File: src/rtl/triwire_pkg.sv
package triwire_pkg;

  typedef enum logic [2:0] {
    SEQ_IDLE   = 3'd0,
    SEQ_DIRSET = 3'd1,
    SEQ_CELEAD = 3'd2,
    SEQ_HIGH   = 3'd3,
    SEQ_LOW    = 3'd4
  } seq_state_e;

  function automatic int unsigned max2(int unsigned a, int unsigned b);
    return (a > b) ? a : b;
  endfunction

endpackage

File: src/rtl/triwire_timer.sv
module triwire_timer #(
  parameter int unsigned MAX_CNT = 4,
  localparam int unsigned TW = (MAX_CNT < 1) ? 1 : $clog2(MAX_CNT + 1)
) (
  input  logic          clk,
  input  logic          rst,
  input  logic          reload,
  input  logic [TW-1:0] reload_val,
  output logic          last
);
  logic [TW-1:0] cnt_q;

  always_ff @(posedge clk) begin
    if (rst)              cnt_q <= '0;
    else if (reload)      cnt_q <= reload_val;
    else if (cnt_q != '0) cnt_q <= cnt_q - 1'b1;
  end

  assign last = (cnt_q == '0);

  // the phase counter never exceeds its largest programmed interval
  a_r3_timer_range: assert property (@(posedge clk) disable iff (rst)
    cnt_q <= TW'(MAX_CNT));
endmodule

File: src/rtl/triwire_bitctr.sv
module triwire_bitctr #(
  parameter int unsigned MAX_BITS = 64,
  localparam int unsigned LW = $clog2(MAX_BITS + 1),
  localparam int unsigned IW = (MAX_BITS < 2) ? 1 : $clog2(MAX_BITS)
) (
  input  logic          clk,
  input  logic          rst,
  input  logic          load,
  input  logic [LW-1:0] load_len,
  input  logic          advance,
  output logic [IW-1:0] idx,
  output logic          final_bit
);
  logic [LW-1:0] rem_q;
  logic [IW-1:0] idx_q;

  always_ff @(posedge clk) begin
    if (rst) begin
      rem_q <= '0;
      idx_q <= '0;
    end else if (load) begin
      rem_q <= load_len;
      idx_q <= '0;
    end else if (advance) begin
      rem_q <= rem_q - 1'b1;
      idx_q <= idx_q + 1'b1;
    end
  end

  assign idx       = idx_q;
  assign final_bit = (rem_q == LW'(1));

  // remaining count stays within the supported length
  a_r7_rem_range: assert property (@(posedge clk) disable iff (rst)
    rem_q <= LW'(MAX_BITS));
  // a bit is never advanced past the end of the transfer
  a_r7_no_underrun: assert property (@(posedge clk) disable iff (rst)
    advance |-> (rem_q > LW'(1)));
endmodule

File: src/rtl/triwire_dataword.sv
module triwire_dataword #(
  parameter int unsigned MAX_BITS = 64,
  localparam int unsigned IW = (MAX_BITS < 2) ? 1 : $clog2(MAX_BITS)
) (
  input  logic                clk,
  input  logic                rst,
  input  logic                load_wr,
  input  logic [MAX_BITS-1:0] wdata,
  input  logic                load_rd,
  input  logic                capture,
  input  logic [IW-1:0]       cap_idx,
  input  logic                cap_bit,
  output logic [MAX_BITS-1:0] word
);
  logic [MAX_BITS-1:0] word_q;

  always_ff @(posedge clk) begin
    if (rst)          word_q <= '0;
    else if (load_wr) word_q <= wdata;
    else if (load_rd) word_q <= '0;
    else if (capture) word_q[cap_idx] <= cap_bit;
  end

  assign word = word_q;
endmodule

File: src/rtl/triwire_master.sv
module triwire_master
  import triwire_pkg::*;
#(
  parameter int unsigned MAX_BITS  = 64,
  parameter int unsigned SETUP_CYC = 3,
  parameter int unsigned HALF_CYC  = 4,
  localparam int unsigned LEN_W = $clog2(MAX_BITS + 1),
  localparam int unsigned IW    = (MAX_BITS < 2) ? 1 : $clog2(MAX_BITS),
  localparam int unsigned TMAX  = max2(SETUP_CYC, HALF_CYC),
  localparam int unsigned TW    = (TMAX < 1) ? 1 : $clog2(TMAX + 1)
) (
  input  logic                clk,
  input  logic                rst,
  input  logic                start_i,
  input  logic                rw_i,
  input  logic [LEN_W-1:0]    len_i,
  input  logic [MAX_BITS-1:0] wdata_i,
  output logic                busy_o,
  output logic                done_o,
  output logic [MAX_BITS-1:0] rdata_o,
  output logic                ce_o,
  output logic                dir_o,
  output logic                sclk_o,
  output logic                sd_o,
  output logic                sd_oe_o,
  input  logic                sd_i
);
  localparam logic [TW-1:0] SETUP_LD = TW'(SETUP_CYC - 1);
  localparam logic [TW-1:0] HALF_LD  = TW'(HALF_CYC - 1);

  seq_state_e          state_q;
  logic                t_last, t_reload;
  logic [TW-1:0]       t_val;
  logic                b_load, b_adv, b_final;
  logic [IW-1:0]       b_idx, b_nidx;
  logic                w_ldwr, w_ldrd, w_cap;
  logic [MAX_BITS-1:0] word;
  logic [LEN_W-1:0]    n_req;
  logic                accept;

  assign n_req  = (len_i > LEN_W'(MAX_BITS)) ? LEN_W'(MAX_BITS) : len_i;
  assign accept = (state_q == SEQ_IDLE) && start_i && (n_req != '0);
  assign b_nidx = b_idx + IW'(1);

  always_comb begin
    t_reload = 1'b0;
    t_val    = HALF_LD;
    b_adv    = 1'b0;
    w_cap    = 1'b0;
    unique case (state_q)
      SEQ_IDLE:   if (accept) begin t_reload = 1'b1; t_val = SETUP_LD; end
      SEQ_DIRSET: if (t_last) begin t_reload = 1'b1; t_val = SETUP_LD; end
      SEQ_CELEAD: if (t_last) t_reload = 1'b1;
      SEQ_HIGH:   if (t_last) begin t_reload = 1'b1; w_cap = ~dir_o; end
      SEQ_LOW:    if (t_last && !b_final) begin t_reload = 1'b1; b_adv = 1'b1; end
      default: ;
    endcase
  end

  assign b_load = accept;
  assign w_ldwr = accept && rw_i;
  assign w_ldrd = accept && !rw_i;

  triwire_timer #(.MAX_CNT(TMAX)) timer_i (
    .clk(clk), .rst(rst), .reload(t_reload), .reload_val(t_val), .last(t_last));

  triwire_bitctr #(.MAX_BITS(MAX_BITS)) bitctr_i (
    .clk(clk), .rst(rst), .load(b_load), .load_len(n_req), .advance(b_adv),
    .idx(b_idx), .final_bit(b_final));

  triwire_dataword #(.MAX_BITS(MAX_BITS)) word_i (
    .clk(clk), .rst(rst), .load_wr(w_ldwr), .wdata(wdata_i), .load_rd(w_ldrd),
    .capture(w_cap), .cap_idx(b_idx), .cap_bit(sd_i), .word(word));

  always_ff @(posedge clk) begin
    if (rst) begin
      state_q <= SEQ_IDLE;
      ce_o    <= 1'b0;
      dir_o   <= 1'b0;
      sclk_o  <= 1'b0;
      sd_o    <= 1'b0;
      sd_oe_o <= 1'b0;
      done_o  <= 1'b0;
      rdata_o <= '0;
    end else begin
      done_o <= 1'b0;
      unique case (state_q)
        SEQ_IDLE: begin
          if (accept) begin
            state_q <= SEQ_DIRSET;
            dir_o   <= rw_i;
            sd_oe_o <= rw_i;
            sd_o    <= rw_i & wdata_i[0];
          end else if (start_i) begin
            done_o <= 1'b1;
          end
        end
        SEQ_DIRSET: if (t_last) begin
          state_q <= SEQ_CELEAD;
          ce_o    <= 1'b1;
        end
        SEQ_CELEAD: if (t_last) begin
          state_q <= SEQ_HIGH;
          sclk_o  <= 1'b1;
        end
        SEQ_HIGH: if (t_last) begin
          state_q <= SEQ_LOW;
          sclk_o  <= 1'b0;
          if (dir_o && !b_final) sd_o <= word[b_nidx];
        end
        SEQ_LOW: if (t_last) begin
          if (b_final) begin
            state_q <= SEQ_IDLE;
            ce_o    <= 1'b0;
            dir_o   <= 1'b0;
            sd_oe_o <= 1'b0;
            sd_o    <= 1'b0;
            done_o  <= 1'b1;
            if (!dir_o) rdata_o <= word;
          end else begin
            state_q <= SEQ_HIGH;
            sclk_o  <= 1'b1;
          end
        end
        default: state_q <= SEQ_IDLE;
      endcase
    end
  end

  assign busy_o = (state_q != SEQ_IDLE);

  // direction holds while the frame is open
  a_r1_dir_stable: assert property (@(posedge clk) disable iff (rst)
    (ce_o && $past(ce_o)) |-> $stable(dir_o));
  // the serial clock only runs inside the frame
  a_r3_sclk_in_frame: assert property (@(posedge clk) disable iff (rst)
    sclk_o |-> ce_o);
  // output enable follows the direction inside the frame
  a_r4_oe_follows_dir: assert property (@(posedge clk) disable iff (rst)
    ce_o |-> (sd_oe_o == dir_o));
  // write data holds through each high phase
  a_r4_data_hold_high: assert property (@(posedge clk) disable iff (rst)
    (sclk_o && $past(sclk_o)) |-> $stable(sd_o));
  // completion coincides with the frame closing
  a_r6_done_closes: assert property (@(posedge clk) disable iff (rst)
    done_o |-> (!ce_o && !busy_o));
  // the completion pulse is a single cycle
  a_r6_done_single: assert property (@(posedge clk) disable iff (rst)
    done_o |=> !done_o);
  // a transfer only begins from a request
  a_r8_begin_on_start: assert property (@(posedge clk) disable iff (rst)
    $rose(busy_o) |-> $past(start_i));
endmodule

File: config.mk
export PLATFORM = sky130hd
export DESIGN_NAME = triwire_master
export DESIGN_NICKNAME = d
export VERILOG_FILES = /design/src/rtl/triwire_pkg.sv /design/src/rtl/triwire_timer.sv /design/src/rtl/triwire_bitctr.sv /design/src/rtl/triwire_dataword.sv /design/src/rtl/triwire_master.sv
export SDC_FILE = /design/constraint.sdc
export NUM_CORES = 1
export LEC_CHECK = 0
export ABC_AREA = 0
export BUFFER_PORTS_ARGS = -buffer_cell sky130_fd_sc_hd__clkbuf_2
export CAP_MARGIN = 20
export CELL_PAD_IN_SITES_DETAIL_PLACEMENT = 0
export CELL_PAD_IN_SITES_GLOBAL_PLACEMENT = 1
export CORE_MARGIN = 5
export CORE_UTILIZATION = 37
export DETAILED_ROUTE_END_ITERATION = 16
export PLACE_DENSITY = 0.75
export SETUP_SLACK_MARGIN = 0.1
export SYNTH_ARGS = -nofsm -noshare
export SYNTH_HDL_FRONTEND = slang
export SYNTH_SLANG_ARGS = --single-unit
File: constraint.sdc
create_clock -name clk -period 2.4 [get_ports clk]
set_clock_uncertainty 0.1 [all_clocks]
set_input_delay 0.48 -clock clk [delete_from_list [all_inputs] [get_ports clk]]
set_output_delay 0.48 -clock clk [all_outputs]
set_load 0.02 [all_outputs]
Word-level counts from Yosys, hierarchy flattened
Cells that the tools add are included.
Widths: inputs -> output; s select.
Word-level totals
  memories kept: 0
  bits in writable memories: 0
  bits of input ports: 76
  bits in latches: 0
  memory bits (read-only): 0
  flip-flop bits (word level): 152
  output and inout port bits: 71
  word-level logic and storage cells: 111
Cells by class
  order comparisons: 4
  muxes and demuxes: 49
  divide/modulo/power cells: 0
  multipliers: 0
  equality and inequality tests: 13
  reduce and logical (&&, ||, !) cells: 29
  $add $sub $neg: 3
  shifts and indexed selects: 0
  bitwise operators: 2
Operators by type and width (number)
  $mux 64: 3
  $bwmux 64: 1
  $mux 1: 24
  $mux 3: 7
  $mux 7: 3
  $ne 2x2->1 const B: 8
  $pmux 3 s5: 1
  $reduce_bool 3->1: 5
  $lt 6x7->1 const B: 2
  $reduce_and 4->1: 3
  $reduce_and 5->1: 2
  $pmux 1 s3: 3
  $pmux 1 s2: 4
  $reduce_bool 2->1: 4
  $eq 7x1->1 const B: 1
  $gt 7x7->1 const B: 1
  $logic_and 1x1->1: 7
  $reduce_bool 7->1: 1
  $sub 7x1->7 const B: 1
  $add 6x1->6 const B: 1
  $bmux 1 s6: 1
  $demux 1 s6: 1
  $eq 3x2->1 const B: 2
  $ge 6x1->1 const B: 1
  11 further kinds: 13

Longest topological paths before layout
Gate-level depths: netlist of the first run.
  word-level depth: 8
  mapped depth: 11
  mapped depth without buffers: 8

By module
Synthesis of the first run repeated with hierarchy kept, for this count alone.
Second synthesis, totals
  cell total of the unflattened synthesis: 993
  area, all modules: 8559.5 um2
Modules (own cells, without submodules)
  triwire_dataword: sequential area each 1281.2 um2, instances 1, area an instance 4071.4 um2, cells an instance 441
  triwire_master: sequential area each 1441.4 um2, instances 1, area an instance 3624.7 um2, cells an instance 455
  triwire_bitctr: sequential area each 260.2 um2, instances 1, area an instance 656.9 um2, cells an instance 75
  triwire_timer: sequential area each 60.1 um2, instances 1, area an instance 206.4 um2, cells an instance 22

Worst setup path before layout of the first run
No wires, ideal clock.
  path kind: register to register
  start point: register bitctr_i.idx_q[1], in the netlist bitctr_i.idx[1]
  end point: register sd_o
  arrival time: 1.992 ns
  path buffers: 1
  cell stages (with the launch flop): 7
  period minus slack after synthesis: 2.223 ns
  library setup time: 0.131 ns
  required time: 2.169 ns
  slack: 0.177 ns
  cell sequence: dfxtp_1 -> ha_1 -> buf_4 -> mux4_2 -> mux4_2 -> o211ai_1 -> a311oi_1
Between the ends
  cells in the longest elaborated chain, start to end: 6
Ends and longest elaborated chain
  start: declaration: line triwire_bitctr.sv:15  | logic [IW-1:0] idx_q;
  start signal: assignment: line triwire_bitctr.sv:26  | idx_q <= idx_q + 1'b1;
  $add 6x1->6: line triwire_master.sv:43  | assign b_nidx = b_idx + IW'(1);
  via b_nidx[1]: line triwire_master.sv:35  | logic [IW-1:0] b_idx, b_nidx;
  $bmux 1 s6: line triwire_master.sv:109  | if (dir_o && !b_final) sd_o <= word[b_nidx];
  $mux 1 (not written as such): line triwire_master.sv:109
  $mux 1: line triwire_master.sv:109
  $mux 1: line triwire_master.sv:106  | SEQ_HIGH: if (t_last) begin
  $pmux 1 s3: line triwire_master.sv:87  | unique case (state_q)
  end signal: assignment: line triwire_master.sv:93  | sd_o <= rw_i & wdata_i[0];
  end signal: assignment: line triwire_master.sv:109
  end: declaration: line triwire_master.sv:24  | output logic sd_o,
The timed path passes the listed nets, and every way through them passes these cells. The select of a mux whose other input is x is not followed.
A chain may end at the register's enable or synchronous reset.

Final worst setup path of the first run
  start point: register bitctr_i.idx_q[0], in the netlist bitctr_i.idx[0]
  end point: register sd_o
The elaborated chain is that of the path after synthesis.

==> flow_summary.toml, run 1 <==
[run_status]
outcome = "finished clean"

[die]
initial_core_util_pct = 37.2
fp.dieArea_um2 = 23900
num_io_pins = 147
dieWidth_um = 155
die_h_um = 155
rows = 53
core_area_um2 = 20800

[clock_tree]
numCtsBuffers = 17
cts_buffer_depth = 2
clkTransAtPathRegs_ns = 0.07
htreeDepth = 4
clk_latency_ns = 0.43
clock-sinks = 152
cts_root_buf = "clkbuf_16"
tritoncts = "done"

[routing]
wl_met3_um = 1380
wl_met2_um = 11400
wl_per_cell_um = 17.8
wl_met1_um = 11500
vias = 7365
antenna_left = 0
drt_iter0_drc = 509
post-route-drc-count = 0
drt_first_pass_iters = 4
vias_per_cell = 5.33
routed.top_layer = "met4"
drt_wl_total_um = 24600

[yosys]
yosysTopAreaCellShare_pct = 39.3
synth-simple-area-share_pct = 20.1
synth_nets = 1031
synth_edf_count = 0
synthAdderAreaFrac_pct = 0.808
avgSynthCellArea_um2 = 8.15
ys_seq_area_share_pct = 39.3
ys.flop_type = "dfxtp_1"
ys_types = 61
synthXorXnorAreaFrac_pct = 1.57
ys_warn_count = 0
synth_top_family_by_area = "compound AO/OA/AOI/OAI gates"
syn-cell-area_um2 = 7750
synth_mux_area_share_pct = 9.19
ys_top_cells_by_area = "dfxtp_1 39%, a21oi_1 8.2%, nand2_1 7.7%, a211oi_1 6.0%, mux4_2 4.7%"
synth_compound_area_share_pct = 21.9
async_flop_share_pct = 0
syn_inst = 950
yosys.area.top_type = "dfxtp_1"
ys_seq_elements = 152

[worst_setup_path]
crit_arrival_ns = 2.47
cpLargestDelayFamily = "multiplexers"
r2r_end = "sd_o"
worstReg2RegStart = "bitctr_i.idx[0]"
crit_slowest_cell = "mux4_2"
crit_start = "bitctr_i.idx[0]"
start_kind = "register"
path_cells = "ha_4 -> buf_4 -> mux4_2 -> mux4_2 -> o211ai_1 -> a311oi_1"
critPathMaxStageDelay_ns = 0.50
crit_fanout = 3
cp.required_ns = 2.60
cp-end-kind = "register"
reg2regPathDepth = 6
crit_cells = 6
critPathKind = "reg2reg"
critPathCapture = "sd_o"
rrSetupSlack_ns = 0.13
crit_top_cell = "mux4_2"
worst-path-buf-inv = 1

[global_route]
antenna_found_initial = 0
grt_use_total_pct = 20.2
grt_max_degree = 56
grt_overflow = 0
grt_pass1_vias = 6886
grt_pass1_wl_um = 38400

[final_layout]
drive_gt1_share_pct = 25.4
final_nets = 1176
fin_area_um2 = 9700
fin_util_pct = 46.6
synthToLayoutAreaGrowth_pct = 25.3
antenna_cells = 0

[sta]
hold_violations = 0
setup_viol = 0
finalSetupTns_ns = 0
slew_violations = 0
tightest_slew_ns = 0.525
fmaxAchievable_mhz = 440
fin_crit_ns = 2.27
grt_setup_unrepaired = "true"
slew_headroom_pct = 65.0
post-route-period-util_pct = 94.6
setup_ws_ns = 0.129

[place]
place_congestion = 0.853
placed_area_um2 = 8990
dp_slack_ns = 0.0989
dp_hpwl_um = 17900
port_buffers = 146

[job]
maxCapViolations = 0

[power_and_ir_drop]
vdd_drop_max_uv = 471
powerDensity_nw_per_um2 = 894
leakagePower_nw = 3.72

[hold_path]
hp-class = "in2reg"
[cell usage in the layout (no fill, tap or decap), types with 22 or more instances in the layout]
cell type | synthesis | layout
a211oi_1 | 62 | 62
a21oi_1 | 127 | 127
a31oi_1 | 31 | 31
buf_4 | 9 | 51
clkbuf_2 | 0 | 145
dfxtp_1 | 152 | 151
inv_1 | 35 | 35
mux2i_1 | 34 | 34
nand2_1 | 159 | 159
nor2_1 | 83 | 81
o21ai_0 | 24 | 22
[cell families after synthesis]
| logic type | Yosys count |
|---|---|
| AO/OA/AOI/OAI | 277 |
| XOR/XNOR | 13 |
| adder cells (fa/ha/maj) | 5 |
| buffers and inverters | 118 |
| flip-flops | 152 |
| multiplexers | 51 |
| AND/OR/NAND/NOR | 334 |
[cells in the mapped netlist, drive strengths merged, types with 6 or more instances]
library cell / n
nand2: 159
xnor2: 10
mux4: 16
nand2b: 6
inv: 35
clkbuf: 38
mux2i: 34
o21ai: 24
nand3b: 7
buf: 45
a21oi: 127
nor2: 85
a211oi: 65
nand4: 6
nand3: 11
a31oi: 31
dfxtp: 152
nor4: 17
nor3: 11
o21bai: 11
[power by group]
part / internal, mW / switching, mW
clock: 1.74 / 1.14
sequential: 2.90 / 0.383
combinational: 1.05 / 1.47
total: 5.69 / 2.99
[final cells by class]
type                    count  area (um2)
clock buffers              20         467
clock inverters            11         161
fillers                  2120       11100
inverters                  35         131
multi-input cells         680        4210
flip-flops and latches    152        3040
well taps                 275         344
repair buffers            209        1350
[flip-flops by register name, summed over array words and instances (netlist names), 3 cells and up]
signal	flops
bitctr_i.rem_q	7
timer_i.cnt_q	3
word_i.word	64
state_q	3
bitctr_i.idx	6
rdata_o	64
[worst register-to-register path, cell delays in order (launching register included)]
cell	delay, ns
dfxtp_1	0.35
ha_4	0.30
buf_4	0.13
mux4_2	0.50
mux4_2	0.48
o211ai_1	0.18
a311oi_1	0.11
[how the worst min path moves through the flow]
stage | from | end | slack (ns) | cells after the start
2_1_floorplan | word_i.word[48] | rdata_o[48] | 0.34 | 2
5_1_grt | wdata_i[53] | word_i.word[53] | 0.20 | 3
3_3_place_gp | rdata_o[24] | rdata_o[24] | 0.34 | 2
6_report | wdata_i[58] | word_i.word[58] | 0.19 | 3
4_1_cts | wdata_i[58] | word_i.word[58] | 0.17 | 3
3_5_place_dp | rdata_o[12] | rdata_o[12] | 0.35 | 2
[timing repair]
item | 4_1_cts | 5_1_grt
endpoints found under the hold margin | 0 | 0
resized for setup | 1 | 15
hold buffers | 0 | 0
pin swaps | 0 | 1
endpoints found under the setup margin | 1 | 32
buffers inserted | 0 | 2
[stage by stage]
step	hold slack [ns]	power (mW)	cells
after CTS	0.174	8.68	1380
after global routing	0.202	9.15	1382
after detailed placement	0.346	5.80	1349
final	0.188	8.68	1382
after floorplan	0.341	4.91	950
after global placement	0.342	5.78	1349
[metal layers]
layer	GRT usage, %	vias up
met2	31.7	224
met4	5.42	0
met3	4.11	23
li1	-	3672
met5	0	-
met1	28.3	3446
Note: power is estimated with default switching activity, not from simulation.
==> run 2: changes to the inputs <==
Settings changed: PLACE_DENSITY 0.75 to not set, PLACE_DENSITY_LB_ADDON set to 0.2.
==> flow_summary.toml, run 2 (synthesis results as in run 1) <==
[sta]
setup_ws_ns = 0.144
setup_viol = 0
hold_violations = 0
slew_headroom_pct = 60.6
slew_violations = 0
grt_setup_unrepaired = "true"
finalSetupTns_ns = 0
post-route-period-util_pct = 94.0
tightest_slew_ns = 0.590
fmaxAchievable_mhz = 443
fin_crit_ns = 2.26
worst_hold_slack_ns = 0.197

[worst_setup_path]
cp-end-kind = "register"
crit_slowest_cell = "mux4_2"
path_cells = "ha_4 -> mux4_2 -> mux4_2 -> o211ai_1 -> a311oi_1"
crit_top_cell = "mux4_2"
crit_arrival_ns = 2.44
cp.required_ns = 2.59
start_kind = "register"
worstReg2RegStart = "bitctr_i.idx[0]"
crit_fanout = 6
critPathMaxStageDelay_ns = 0.51
critPathKind = "reg2reg"
crit_start = "bitctr_i.idx[0]"

[power_and_ir_drop]
finalPower_mw = 8.22
leakagePower_nw = 3.66
vdd_drop_max_uv = 411
powerDensity_nw_per_um2 = 857

[final_layout]
layout_common_cells = "159 x nand2_1, 151 x dfxtp_1, 145 x clkbuf_2"
final_nets = 1181
synthToLayoutAreaGrowth_pct = 23.9
antenna_cells = 0
final_common_cell = "nand2_1"
layout.cells.non_filler = 1387
fin_area_um2 = 9600
fin_util_pct = 46.1
drive_gt1_share_pct = 25.5

[run_status]
outcome = "finished clean"

[routing]
vias_per_cell = 5.35
antenna_left = 0
drt_wl_total_um = 25000
vias = 7417
wl_per_cell_um = 18.0
drt_first_pass_iters = 5
post-route-drc-count = 0
drt_iter0_drc = 471

[place]
place_congestion = 0.890
dp_hpwl_um = 18400
port_buffers = 146
dp_slack_ns = 0.0428
placed_area_um2 = 9040
placed_cells = 1355

[die]
rows = 53
core_area_um2 = 20800
die_h_um = 155
dieWidth_um = 155
fp.dieArea_um2 = 23900
num_io_pins = 147
initial_core_util_pct = 37.2

[clock_tree]
cts_root_buf = "clkbuf_16"
tritoncts = "done"
htreeDepth = 4
clk_latency_ns = 0.42
clkTransAtPathRegs_ns = 0.06
numCtsBuffers = 17
cts_buffer_depth = 2
clock-sinks = 152

[hold_path]
hp-start = "wdata_i[2]"
hp-class = "in2reg"

[global_route]
grt_overflow = 0
grt_use_total_pct = 20.3
grt_pass1_wl_um = 38600
antenna_found_initial = 0
grt_max_degree = 52
grt_pass1_vias = 6937

[job]
maxCapViolations = 0
-- run 2: cell count changes in the layout (fill, tap and decap cells not counted), sizes merged --
cell	previous run	this run
clkinvlp	1	5
buf	64	69
clkinv	2	5
inv	40	37
clkbuf	165	164
bufinv	3	0
-- run 2: where the power goes --
part	total [mW]	internal, mW	switching [mW]
registers	3.32	2.90	0.416
logic	2.50	1.07	1.44
clock network	2.41	1.31	1.10
-- run 2: worst paths after layout --
kind	end	slack (ns)	cells past startpoint
worst max-delay path	sd_o	0.14	5
worst min-delay path	word_i.word[2]	0.20	3
worst max register to register	sd_o	0.14	5
worst min register to register	rdata_o[23]	0.35	2
-- run 2: critical path: cells and delay by family (launching register included) --
kind | cells | cell delay, ns
AOI/OAI and AO/OA | 2 | 0.34
adders and majority gates | 1 | 0.34
muxes | 2 | 1.00
DFF | 1 | 0.34
-- run 2: layout make-up --
class | count | area [um2]
clock inverter | 12 | 80.1
sequential | 152 | 3040
clock buffer | 19 | 433
multi-input combinational | 680 | 4200
timing repair buffer | 214 | 1370
tap | 275 | 344
inverter | 35 | 131
fill | 2172 | 11200
-- run 2: layer usage --
| layer | GRT usage, % | share of wire, % |
|---|---|---|
| met4 | 4.21 | 0.97 |
| met5 | 0 | 0 |
| met2 | 32.5 | 48 |
| met1 | 28.0 | 46 |
| met3 | 4.64 | 5.9 |
-- run 2: repair_timing --
action / in CTS / in global routing
hold buffers: 0 / 0
resized for setup: 3 / 8
setup endpoints to repair: 2 / 32
buffers inserted: 0 / 1
